## src/rtl/ss_seq_pkg.sv

```systemverilog
package ss_seq_pkg;

    typedef enum logic [2:0] {
        SEQ_LOCKOUT    = 3'd0,
        SEQ_RAMP       = 3'd1,
        SEQ_RUN        = 3'd2,
        SEQ_FLT_CHARGE = 3'd3,
        SEQ_FLT_DRAIN  = 3'd4
    } seq_state_e;

endpackage

```

## src/rtl/ss_level_step.sv

```systemverilog
module ss_level_step #(
    parameter int W    = 12,
    parameter int CHG  = 9,
    parameter int DIS  = 250,
    parameter int FULL = 4000
) (
    input  logic [W-1:0] lvl_i,
    input  logic         charge_i,
    input  logic         drain_i,
    output logic [W-1:0] lvl_o,
    output logic         full_o
);
    localparam logic [W:0]   CHG_X  = (W+1)'(CHG);
    localparam logic [W:0]   FULL_X = (W+1)'(FULL);
    localparam logic [W-1:0] FULL_L = W'(FULL);
    localparam logic [W-1:0] DIS_L  = W'(DIS);

    logic [W:0] sum;

    always_comb begin
        sum = {1'b0, lvl_i} + CHG_X;
        if (charge_i) begin
            lvl_o = (sum >= FULL_X) ? FULL_L : sum[W-1:0];
        end else if (drain_i) begin
            lvl_o = (lvl_i <= DIS_L) ? '0 : (lvl_i - DIS_L);
        end else begin
            lvl_o = lvl_i;
        end
        full_o = (lvl_o == FULL_L);
    end
endmodule

```

## src/rtl/ss_cmd_clamp.sv

```systemverilog
module ss_cmd_clamp #(
    parameter int W = 12
) (
    input  logic [W-1:0] cmd_i,
    input  logic [W-1:0] limit_i,
    output logic [W-1:0] cmd_o
);
    always_comb begin
        cmd_o = (cmd_i < limit_i) ? cmd_i : limit_i;
    end
endmodule

```

## src/rtl/ss_fault_seq.sv

```systemverilog
module ss_fault_seq
    import ss_seq_pkg::*;
#(
    parameter int SS_W        = 12,
    parameter int CHG_STEP    = 9,
    parameter int DIS_STEP    = 250,
    parameter int FULL_LVL    = 4000,
    parameter int RESTART_LVL = 400
) (
    input  logic            clk,
    input  logic            rst_n,
    input  logic            vcc_ok,
    input  logic            vref_ok,
    input  logic            oc_trip,
    input  logic [SS_W-1:0] ea_cmd,
    output logic [SS_W-1:0] ss_level,
    output logic [SS_W-1:0] ea_clamped,
    output logic            out_en,
    output logic            fault_latched,
    output logic [2:0]      seq_state
);
    localparam logic [SS_W-1:0] RESTART_L = SS_W'(RESTART_LVL);

    typedef struct packed {
        seq_state_e      state;
        logic [SS_W-1:0] level;
    } seq_regs_t;

    seq_regs_t       cur_q, nxt_d;
    logic            supply_ok;
    logic            chg_en, drn_en;
    logic [SS_W-1:0] step_lvl;
    logic            step_full;

    assign supply_ok = vcc_ok & vref_ok;

    always_comb begin
        chg_en = (cur_q.state == SEQ_RAMP) || (cur_q.state == SEQ_FLT_CHARGE);
        drn_en = (cur_q.state == SEQ_FLT_DRAIN);
    end

    ss_level_step #(
        .W    (SS_W),
        .CHG  (CHG_STEP),
        .DIS  (DIS_STEP),
        .FULL (FULL_LVL)
    ) u_step (
        .lvl_i    (cur_q.level),
        .charge_i (chg_en),
        .drain_i  (drn_en),
        .lvl_o    (step_lvl),
        .full_o   (step_full)
    );

    always_comb begin
        nxt_d = cur_q;
        if (!supply_ok) begin
            nxt_d.state = SEQ_LOCKOUT;
            nxt_d.level = '0;
        end else begin
            unique case (cur_q.state)
                SEQ_LOCKOUT: begin
                    nxt_d.state = SEQ_RAMP;
                    nxt_d.level = '0;
                end
                SEQ_RAMP: begin
                    nxt_d.level = step_lvl;
                    if (oc_trip) begin
                        nxt_d.state = step_full ? SEQ_FLT_DRAIN : SEQ_FLT_CHARGE;
                    end else begin
                        nxt_d.state = step_full ? SEQ_RUN : SEQ_RAMP;
                    end
                end
                SEQ_RUN: begin
                    if (oc_trip) nxt_d.state = SEQ_FLT_DRAIN;
                end
                SEQ_FLT_CHARGE: begin
                    nxt_d.level = step_lvl;
                    if (step_full) nxt_d.state = SEQ_FLT_DRAIN;
                end
                SEQ_FLT_DRAIN: begin
                    if ((cur_q.level < RESTART_L) && !oc_trip) begin
                        nxt_d.state = SEQ_RAMP;
                    end else begin
                        nxt_d.level = step_lvl;
                    end
                end
                default: begin
                    nxt_d.state = SEQ_LOCKOUT;
                    nxt_d.level = '0;
                end
            endcase
        end
    end

    always_ff @(posedge clk or negedge rst_n) begin
        if (!rst_n) begin
            cur_q.state <= SEQ_LOCKOUT;
            cur_q.level <= '0;
        end else begin
            cur_q <= nxt_d;
        end
    end

    ss_cmd_clamp #(
        .W (SS_W)
    ) u_clamp (
        .cmd_i   (ea_cmd),
        .limit_i (cur_q.level),
        .cmd_o   (ea_clamped)
    );

    assign ss_level      = cur_q.level;
    assign seq_state     = cur_q.state;
    assign fault_latched = (cur_q.state == SEQ_FLT_CHARGE) || (cur_q.state == SEQ_FLT_DRAIN);
    assign out_en        = supply_ok && !oc_trip &&
                           ((cur_q.state == SEQ_RAMP) || (cur_q.state == SEQ_RUN));
endmodule


```

## config.mk

```make
export PLATFORM = sky130hd
export DESIGN_NAME = ss_fault_seq
export DESIGN_NICKNAME = d
export VERILOG_FILES = /design/src/rtl/ss_seq_pkg.sv /design/src/rtl/ss_level_step.sv /design/src/rtl/ss_cmd_clamp.sv /design/src/rtl/ss_fault_seq.sv
export SDC_FILE = /design/constraint.sdc
export NUM_CORES = 1
export LEC_CHECK = 0
export BUFFER_PORTS_ARGS = -buffer_cell sky130_fd_sc_hd__buf_2
export CAP_MARGIN = 10
export CORE_MARGIN = 4
export CORE_UTILIZATION = 50
export DETAILED_ROUTE_END_ITERATION = 10
export GPL_ROUTABILITY_DRIVEN = 0
export PLACE_DENSITY = 0.79
export SYNTH_ARGS = -nofsm -noshare
export SYNTH_HDL_FRONTEND = slang
export SYNTH_HIERARCHICAL = 1
export SYNTH_SLANG_ARGS = --single-unit
export TNS_END_PERCENT = 50
```

## constraint.sdc

```tcl
create_clock -name clk -period 3.7 [get_ports clk]
set_input_delay 0.555 -clock clk [delete_from_list [all_inputs] [get_ports clk]]
set_output_delay 0.555 -clock clk [all_outputs]
set_load 0.005 [all_outputs]
```

==> results.toml <==
[critical_path]
crit_fanout = 7
cp.required_ns = 3.85
cp-end-kind = "register"
start_kind = "register"
arrival_ns = 3.90
path_class = "register to register"

[sta]
setup_viol = 1
relSlewSlack_pct = 55.55
hold_viol = 0
finalCritPeriodShare_pct = 101.3
post-route-min-period_ns = 3.750
tns_ns = -0.04951
skew_ns = 0.01266
worst_pin_slew_ns = 0.6607
worst_slack_ns = -0.04951
slew_viol_final = 0
max_freq_mhz = 266.7

[detailed_routing]
drc_errors = 0
avgViaCountPerCell = 6.533
drt.antenna.violating_nets = 0
drtIter0Drc = 298
drt_wl_total_um = 6556
drtPass1Iterations = 7
num_vias = 2352
wire_per_inst_um = 18.21

[power_and_ir_drop]
p_leak_nw = 1.187
vdd_drop_max_v = 0.00009333
p_sw_share_pct = 29.04
p_seq_share_pct = 40.0
p_sw_uw = 122.0
intPower_uw = 298.2
p_per_area_nw_per_um2 = 161.6
p_comb_share_pct = 27.6
power_frac_clock_pct = 32.4
power_uw = 420.2

[outcome]
failed_checks = "setup timing"
outcome = "finished with violations"

[synthesis]
mappedNetlistNets = 278
syn_area_per_cell_um2 = 8.437
synth_cell_type_count = 66
syn_area_um2 = 2067
synth_edf_count = 0
yosys_warnings = 6
ys_ff_latch = 15
async_flop_share_pct = 100.0
synth_top_flop_cell = "dfrtp_1"
syn_inst = 245
yosysSeqAreaShare_pct = 18.16

[floorplan]
num_io_pins = 46
die_w_um = 72.30
die_area_um2 = 5227
die_h_um = 72.30
start_util_pct = 51.67
rows = 23
core_area_um2 = 4000

[global_routing]
use_met1_pct = 31.59
grt_pass1_vias = 2044
gr-usage-met2_pct = 40.04
grt_max_degree = 16
grt_usage_pct = 23.92
antenna_found_initial = 0
grt-ovfl-total = 0
top_usage_layer = "met2"
grt_pass1_wl_um = 10040
use_met3_pct = 3.047

[final_layout]
area_growth_pct = 25.79
fin_util_pct = 65.00
final_cell_mix = "buf_2, buf_4, inv_1"
final_common_cell = "buf_2"
insertedDiodeCount = 0
final_nets = 344
nFillCells = 328
drive_gt1_share_pct = 36.77

[clock_network]
clk_latency_ns = 0.25
h-tree-depth = 1
clk_pin_slew_ns = 0.07
cts_root_buf = "clkbuf_8"
cts_sinks = 15
clockBufferDepth = 2
numCtsBuffers = 3
cts_tree = "yes"

[place]
pre_cts_ws_ns = 0.003168
dp_hpwl_um = 4746
io_buffer_count = 45

[hold_path]
hold_path_class = "input port to async pin"

[run]
drv_cap = 0
[flip-flops by register name (all words and copies together) (netlist names)]
signal / count
seq_state: 3
ss_level: 12
[logic make-up after synthesis]
family / share of synthesized area [%]
muxes: 9.867
and+or+nand+nor: 17.62
DFF: 18.16
xor gates and xnor gates: 5.509
buffers and inverters: 8.958
adders and majority gates: 9.685
AOI/OAI and AO/OA: 30.21
[through the flow]
stage	hold slack (ns)	std cells	cell area (um2)
2_1_floorplan	0.2594	245	2067
3_3_place_gp	0.4809	347	2421
3_5_place_dp	0.4848	347	2421
4_1_cts	0.2160	351	2472
5_1_grt	0.2189	360	2600
6_report	0.2053	360	2600
[cells in the mapped netlist, drive strengths merged, types with 2 or more instances]
cell type | number | share of area, %
xor2 | 2 | 0.85
nor2 | 14 | 2.5
nor2b | 4 | 1.2
o311ai | 2 | 0.85
o211ai | 4 | 1.5
or4b | 2 | 1.1
mux2 | 13 | 8.9
nand3 | 4 | 0.97
or3 | 3 | 0.91
mux2i | 2 | 0.97
clkbuf | 3 | 0.54
dfrtp | 15 | 18
ha | 16 | 9.7
inv | 23 | 4.2
nor4 | 3 | 0.91
a22oi | 2 | 0.73
o32ai | 2 | 0.85
nand2 | 12 | 2.3
nor3 | 4 | 0.97
a21o | 3 | 1.1
o21ai | 13 | 3.3
nand4 | 2 | 0.91
nor3b | 3 | 1.6
or4 | 2 | 0.91
a211o | 2 | 0.85
and2 | 2 | 0.61
buf | 12 | 4.2
a31oi | 3 | 0.91
o22ai | 4 | 1.2
o31ai | 3 | 1.3
a21oi | 19 | 5.0
xnor2 | 11 | 4.7
o311a | 2 | 0.97
nand2b | 2 | 0.61
a22o | 13 | 5.5
[routing by layer]
| metal | wire (um) | part of all wire [%] |
|---|---|---|
| met5 | 0 | 0 |
| met4 | 242 | 3.7 |
| met3 | 675 | 10 |
| met2 | 3074 | 47 |
| met1 | 2564 | 39 |
[power by group through the flow]
stage                     combinational (mW)  clock, mW  sequential (mW)
after floorplan                       0.0675          0            0.170
after global placement                 0.102          0            0.171
after detailed placement               0.103          0            0.171
after CTS                              0.104      0.134            0.168
after global routing                   0.127      0.147            0.168
final                                  0.116      0.136            0.168
[worst max-delay path: stages, from the launching register on]
cell,delay (ns)
dfrtp_1,0.45
ha_1,0.27
a21oi_2,0.12
buf_4,0.18
o311ai_0,0.42
o21ai_0,0.21
o22ai_1,0.22
or4b_1,0.47
or4_4,0.45
nor3b_4,0.28
ha_2,0.22
a22oi_1,0.08
o32ai_1,0.30
[worst paths after layout]
path,start,endpoint,slack (ns),cells past startpoint
max,ss_level[1],seq_state[2],-0.05,12
min,rst_n,seq_state[2],0.21,1
max reg2reg,ss_level[1],seq_state[2],-0.05,12
min reg2reg,ss_level[0],ss_level[0],0.64,1
max in group asynchronous,rst_n,seq_state[0],3.21,1
min in group clk,vref_ok,seq_state[2],0.62,3
[final cells by class]
type	instances	area, um2	share of cell area, %
Clock buffer	3	41.29	1.588
Inverter	23	90.09	3.465
Multi-Input combinational cell	192	1567	60.25
Clock inverter	1	5.005	0.1925
Timing Repair Buffer	76	457.9	17.61
Tap cell	50	62.56	2.406
Sequential cell	15	376.6	14.49
[what timing repair did]
item,in CTS,in global routing
buffers inserted,0,9
cloned,0,0
endpoints found under the setup margin,1,3
resized for setup,1,13
hold buffers,0,0
pin swaps,0,8
Note: power is estimated with default switching activity, not from simulation.
